$ cat config.mk
export PLATFORM = sky130hd
export DESIGN_NAME = blink_phase_gen
export DESIGN_NICKNAME = d
export VERILOG_FILES = /design/src/rtl/blink_pkg.sv /design/src/rtl/blink_rst_sync.sv /design/src/rtl/blink_vs_edge.sv /design/src/rtl/blink_frame_ctr.sv /design/src/rtl/blink_phase_gen.sv
export SDC_FILE = /design/constraint.sdc
export NUM_CORES = 1
export LEC_CHECK = 0
export BUFFER_PORTS_ARGS = -buffer_cell sky130_fd_sc_hd__buf_2
export CAP_MARGIN = 15
export CORE_AREA = 3 3 40 42
export DETAILED_ROUTE_END_ITERATION = 10
export DIE_AREA = 0 0 43 45
export HOLD_SLACK_MARGIN = 0.05
export PLACE_DENSITY = 0.67
export SLEW_MARGIN = 25
export SYNTH_ARGS = -nofsm -noshare
export SYNTH_HDL_FRONTEND = slang
export SYNTH_SLANG_ARGS = --single-unit
$ cat constraint.sdc
create_clock -name clk -period 2.9 [get_ports clk]
set_clock_uncertainty 0.15 [all_clocks]
set_input_delay 0.435 -clock clk [delete_from_list [all_inputs] [get_ports clk]]
set_output_delay 0.435 -clock clk [all_outputs]
set_load 0.02 [all_outputs]
$ cat src/rtl/blink_pkg.sv
package blink_pkg;

  typedef enum logic [1:0] {
    DUTY_OFF = 2'd0,
    DUTY_Q1  = 2'd1,
    DUTY_Q2  = 2'd2,
    DUTY_Q3  = 2'd3
  } duty_e;

  // hidden-phase threshold: duty quarters times a quarter period
  function automatic logic [7:0] quarter_mult(input logic [7:0] quarter,
                                              input duty_e d);
    logic [7:0] r;
    case (d)
      DUTY_Q1: r = quarter;
      DUTY_Q2: r = quarter << 1;
      DUTY_Q3: r = quarter + (quarter << 1);
      default: r = '0;
    endcase
    return r;
  endfunction

endpackage

$ cat src/rtl/blink_rst_sync.sv
module blink_rst_sync #(
  parameter int STAGES = 2
) (
  input  logic clk,
  input  logic rst_n,
  output logic rst_int_n
);

  logic [STAGES-1:0] chain_q;
  logic [STAGES-1:0] chain_d;

  always_comb begin
    chain_d = {chain_q[STAGES-2:0], 1'b1};
  end

  always_ff @(posedge clk or negedge rst_n) begin
    if (!rst_n) chain_q <= '0;
    else        chain_q <= chain_d;
  end

  assign rst_int_n = chain_q[STAGES-1];

endmodule

$ cat src/rtl/blink_vs_edge.sv
module blink_vs_edge #(
  parameter int STAGES = 2
) (
  input  logic clk,
  input  logic rst_ni,
  input  logic vsync_i,
  output logic rise_o
);

  logic [STAGES-1:0] sync_q;
  logic [STAGES-1:0] sync_d;
  logic              prev_q;
  logic              prev_d;

  always_comb begin
    sync_d = {sync_q[STAGES-2:0], vsync_i};
    prev_d = sync_q[STAGES-1];
  end

  always_ff @(posedge clk or negedge rst_ni) begin
    if (!rst_ni) begin
      sync_q <= '0;
      prev_q <= 1'b0;
    end else begin
      sync_q <= sync_d;
      prev_q <= prev_d;
    end
  end

  assign rise_o = sync_q[STAGES-1] & ~prev_q;

  // a detected edge lasts a single cycle
  a_r5_rise_single: assert property (@(posedge clk) disable iff (!rst_ni)
    rise_o |=> !rise_o);

endmodule

$ cat src/rtl/blink_frame_ctr.sv
module blink_frame_ctr #(
  parameter int BASE_LOG = 5,
  localparam int CW = BASE_LOG + 1
) (
  input  logic          clk,
  input  logic          rst_ni,
  input  logic          rise_i,
  input  logic          en_i,
  input  logic          period_long_i,
  output logic [CW-1:0] cnt_o,
  output logic          long_o
);

  localparam logic [CW-1:0] LAST_SHORT = CW'((1 << BASE_LOG) - 1);
  localparam logic [CW-1:0] LAST_LONG  = CW'((1 << CW) - 1);

  logic [CW-1:0] cnt_q, cnt_d;
  logic          long_q, long_d;
  logic [CW-1:0] last;
  logic          restart;

  always_comb begin
    last    = long_q ? LAST_LONG : LAST_SHORT;
    restart = !en_i || (period_long_i != long_q);
    long_d  = period_long_i;
    cnt_d   = cnt_q;
    if (restart)          cnt_d = '0;
    else if (rise_i) begin
      if (cnt_q == last)  cnt_d = '0;
      else                cnt_d = cnt_q + 1'b1;
    end
  end

  always_ff @(posedge clk or negedge rst_ni) begin
    if (!rst_ni) begin
      cnt_q  <= '0;
      long_q <= 1'b0;
    end else begin
      cnt_q  <= cnt_d;
      long_q <= long_d;
    end
  end

  assign cnt_o  = cnt_q;
  assign long_o = long_q;

  // the count never passes the last value of the selected period
  a_r2_cnt_in_range: assert property (@(posedge clk) disable iff (!rst_ni)
    cnt_q <= last);

  // the count only steps by one or returns to zero
  a_r5_step: assert property (@(posedge clk) disable iff (!rst_ni)
    (cnt_q != $past(cnt_q)) |-> (cnt_q == $past(cnt_q) + 1'b1 || cnt_q == '0));

  // a period change restarts the count
  a_r6_restart: assert property (@(posedge clk) disable iff (!rst_ni)
    (period_long_i != long_q) |=> (cnt_q == '0));

  // disabled means held at zero
  a_r7_held: assert property (@(posedge clk) disable iff (!rst_ni)
    !en_i |=> (cnt_q == '0));

endmodule

$ cat src/rtl/blink_phase_gen.sv
module blink_phase_gen
  import blink_pkg::*;
#(
  parameter int BASE_LOG    = 5,
  parameter int SYNC_STAGES = 2,
  localparam int CW = BASE_LOG + 1
) (
  input  logic       clk,
  input  logic       rst_n,
  input  logic       vsync_in,
  input  logic       blink_en,
  input  logic       period_long,
  input  logic [1:0] duty_sel,
  input  logic       cell_blink,
  output logic       blink_off,
  output logic       fg_enable
);

  localparam logic [7:0] QTR_SHORT = 8'((1 << BASE_LOG) >> 2);
  localparam logic [7:0] QTR_LONG  = 8'((1 << CW) >> 2);

  logic          rst_int_n;
  logic          vs_rise;
  logic [CW-1:0] cnt;
  logic          long_q;
  logic [7:0]    thresh;
  logic          hide;
  duty_e         duty;

  blink_rst_sync #(.STAGES(SYNC_STAGES)) u_rst (
    .clk       (clk),
    .rst_n     (rst_n),
    .rst_int_n (rst_int_n)
  );

  blink_vs_edge #(.STAGES(SYNC_STAGES)) u_edge (
    .clk     (clk),
    .rst_ni  (rst_int_n),
    .vsync_i (vsync_in),
    .rise_o  (vs_rise)
  );

  blink_frame_ctr #(.BASE_LOG(BASE_LOG)) u_ctr (
    .clk           (clk),
    .rst_ni        (rst_int_n),
    .rise_i        (vs_rise),
    .en_i          (blink_en),
    .period_long_i (period_long),
    .cnt_o         (cnt),
    .long_o        (long_q)
  );

  always_comb begin
    duty   = duty_e'(duty_sel);
    thresh = quarter_mult(long_q ? QTR_LONG : QTR_SHORT, duty);
    hide   = blink_en && (duty != DUTY_OFF) && (8'(cnt) >= thresh);
  end

  assign blink_off = hide;
  assign fg_enable = !(cell_blink && hide);

  // disabled blinking never hides
  a_r7_no_hide: assert property (@(posedge clk) disable iff (!rst_int_n)
    !blink_en |-> !blink_off);

  // duty zero never hides
  a_r4_duty_off: assert property (@(posedge clk) disable iff (!rst_int_n)
    (duty_sel == 2'd0) |-> !blink_off);

  // cells without the attribute are always drawn
  a_r8_gate: assert property (@(posedge clk) disable iff (!rst_int_n)
    !cell_blink |-> fg_enable);

  // count zero is always in the visible phase
  a_r3_zero_visible: assert property (@(posedge clk) disable iff (!rst_int_n)
    (cnt == '0) |-> !blink_off);

endmodule

==> key figures <==
Outcome
  – Status: completed

Worst setup path
  – CP Capture Type: primary output
  – Worst path arrival time: between 1.5 and 2 ns
  – Crit path max fanout: 5
  – Critical Path RT: between 2 and 2.5 ns
  – Setup slack, reg-to-reg: 1.14 ns
  – Critical Path Start Type: register
  – Critical path class: register to primary output

Yosys
  – Sequential fraction of the synthesis area: about half
  – Synth area leaders: dfrtp_1 (49%), ha_1 (10%), nand3_1 (4.1%)
  – Synth cell types: 26
  – Avg Inst Size Synth: between 10 and 15 um^2
  – Syn_nets: 72
  – Post-synthesis sequential element count: 12
  – Mapped Cells: 59
  – Synthesis Warnings: 0
  – Post-Syn Area: roughly 620 um^2
  – Top cell type's share of synthesized area: between 40% and 50%
  – Leading area contributor after synthesis: dfrtp_1

Pwr
  – VDD IR max: 0.339 mV
  – Pwr per Cell Area: 453 nW/um^2
  – Combinational share of power: 9.5%
  – P_int: approximately 0.00026 W
  – Sw Ratio: a little over a fifth
  – Psw: 0.0000711 W
  – Clock Power Share: a little under two fifths
  – Sequential Power Share: 52.6%
  – P_leak: ~0.33 nW

Route
  – Via/cell ratio: 5.09
  – First-pass DRT Iterations: 1
  – WL/cell: 12.2 um
  – WL final: 1.09 mm
  – Via count of the routed design: approximately 450
  – Antenna-violating nets left: 0
  – DRT iter0 DRCs: 0
  – Drt drc: 0

Cells and area
  – Final net count: 88
  – Most frequent cells in the layout: dfrtp_1 (12), buf_2 (9), nand2_1 (5), nand3_1 (5), ha_1 (5)
  – Most common cell after layout, fill and taps aside: dfrtp_1
  – ANT cells: 0
  – Area Overhead vs Synth: 19.5%
  – Layout cells sized above 1: around 22%

Timing
  – Final Hold Fails: 0
  – Final worst slack: ~0.39 ns
  – Setup TNS: 0 ns
  – Max-slew violation count: 0
  – Unrepaired setup endpoints after global routing: false
  – Final period utilization: 86.5%
  – Setup-failing EPs final: 0
  – Fmax: around 0.4 GHz
  – Tmin final: 2.51 ns

Global routing
  – Largest net degree at the start of global routing: 11
  – Total Routing Usage GR: around 14%
  – Met1 Track Usage GR: between 10% and 20%
  – Gr ovfl total: 0
  – Met2 Use GR: between 20% and 30%
  – Initial antenna violation count: 0
  – Vias in the first global route: between 400 and 500
  – First-pass GRT wire length: between 1.5 and 2 mm
  – Most Crowded Layer GR: met2
  – Grt met3 use: 3.59%

Clocking
  – CTS sink count: 12
  – CTS tree: yes
  – CTS Buffer Depth: 2
  – H-tree levels: 1
  – Worst-path clk slew: about 0.07 ns
  – Num CTS Buffers: 3
  – Post-CTS sizing: 0
  – Clk root buf: clkbuf_4
  – Clk Latency, worst-skew pair: approximately 0.27 ns

Die
  – Full die area: about 1900 um^2
  – Cell Rows: 13
  – Die Y: 45 um
  – Starting Density: 48.0%
  – # IOs: 10
  – Die width: 43 um
  – Core area: 1280 um^2

Job
  – MaxCap Viol Count: 0

Placement
  – Post-DP HPWL: around 840 um
  – Placement Setup Slack: 0.630 ns
  – IO buf count: 9
  – Gpl congestion: between 0.7 and 0.8

Min path
  – HP Class: input pin to register
==> cells in the mapped netlist <==
library cell,count
nand2_2,1
or4b_1,1
o22ai_1,1
nor3_1,1
nand4_1,1
nand3_2,1
xnor2_1,2
nor2b_1,1
nand2_1,5
a31oi_1,1
ha_1,5
and3_1,1
conb_1,1
nand2b_1,1
o21a_1,3
dfrtp_1,12
nand3_1,5
nor2_1,2
and2b_2,1
nand3b_1,1
mux2i_1,1
a21oi_1,4
xor2_1,2
inv_1,3
o211ai_1,1
a21boi_0,1
==> path summary, 6_finish.rpt <==
path | startpoint | end | depth (start not counted)
max in group asynchronous | u_rst.chain_q[1]$_DFF_PN0_ | u_ctr.cnt_o[4]$_DFFE_PN0P_ | 1
min in group asynchronous | rst_n | u_rst.chain_q[0]$_DFF_PN0_ | 2
hold reg to reg | u_edge.sync_q[0]$_DFF_PN0_ | u_edge.sync_q[1]$_DFF_PN0_ | 0
setup / recovery | u_ctr.long_o$_DFF_PN0_ | fg_enable | 7
hold / removal | vsync_in | u_edge.sync_q[0]$_DFF_PN0_ | 1
setup reg to reg | u_ctr.long_o$_DFF_PN0_ | u_ctr.cnt_o[5]$_DFFE_PN0P_ | 4
==> routing by layer <==
| metal | vias up | share of wire, % |
|---|---|---|
| met2 | 8 | 48 |
| li1 | 234 | - |
| met5 | - | 0 |
| met1 | 207 | 45 |
| met4 | 0 | 3.7 |
| met3 | 4 | 3.7 |
==> power by group through the flow <==
stage	Sequential, W	Combinational, W	Clock [W]
2_1_floorplan	0.000180	0.0000174	0
3_3_place_gp	0.000181	0.0000273	0
3_5_place_dp	0.000182	0.0000278	0
4_1_cts	0.000176	0.0000325	0.000133
5_1_grt	0.000177	0.0000366	0.000142
6_report	0.000176	0.0000318	0.000127
==> worst max-delay path, stage by stage, from the launching register on <==
cell and delay (ns):
dfrtp_1 0.45, and2b_2 0.25, ha_1 0.26, nand3b_1 0.07, a21boi_0 0.09, o21a_1 0.19, o211ai_1 0.16, buf_2 0.19
==> registers in the layout (all words and copies together) (netlist names) <==
name	count
u_edge.sync_q	2
u_ctr.long_o	1
u_ctr.cnt_o	6
u_rst.chain_q	2
u_edge.prev_q	1
==> cell type report <==
class                           instances  area (um^2)
Clock buffer                            4         36.3
Tap cell                               15         18.8
Fill cell                             120          548
Multi-Input combinational cell         44          305
Sequential cell                        12          300
Timing Repair Buffer                   11         65.1
Inverter                                3         11.3
==> cells by family after synthesis <==
kind of cell,synth area share [%]
AO/OA/AOI/OAI,11.4
XOR/XNOR,5.68
adder cells (fa/ha/maj),10.1
buffers and inverters,1.83
flip-flops,48.7
multiplexers,1.62
other,0.608
AND/OR/NAND/NOR,20.1
==> stage by stage <==
stage                     std cells  power (W)  hold WS [ns]  utilization, %  cell area [um^2]
after floorplan                  59   0.000197       -0.0291               -               617
after global placement           83   0.000209        0.0130            53.0               681
after detailed placement         83   0.000209        0.0162            53.0               681
after CTS                        89   0.000341         0.113            57.4               737
after global routing             89   0.000355         0.103            57.4               737
final                            89   0.000334         0.120            57.4               737
==> repair_timing <==
| action | in CTS | in global routing |
|---|---|---|
| endpoints found under the hold margin | 12 | 0 |
| hold buffers | 2 | 0 |
| setup buffers | 0 | 0 |
(Power assumes the default switching activity.)
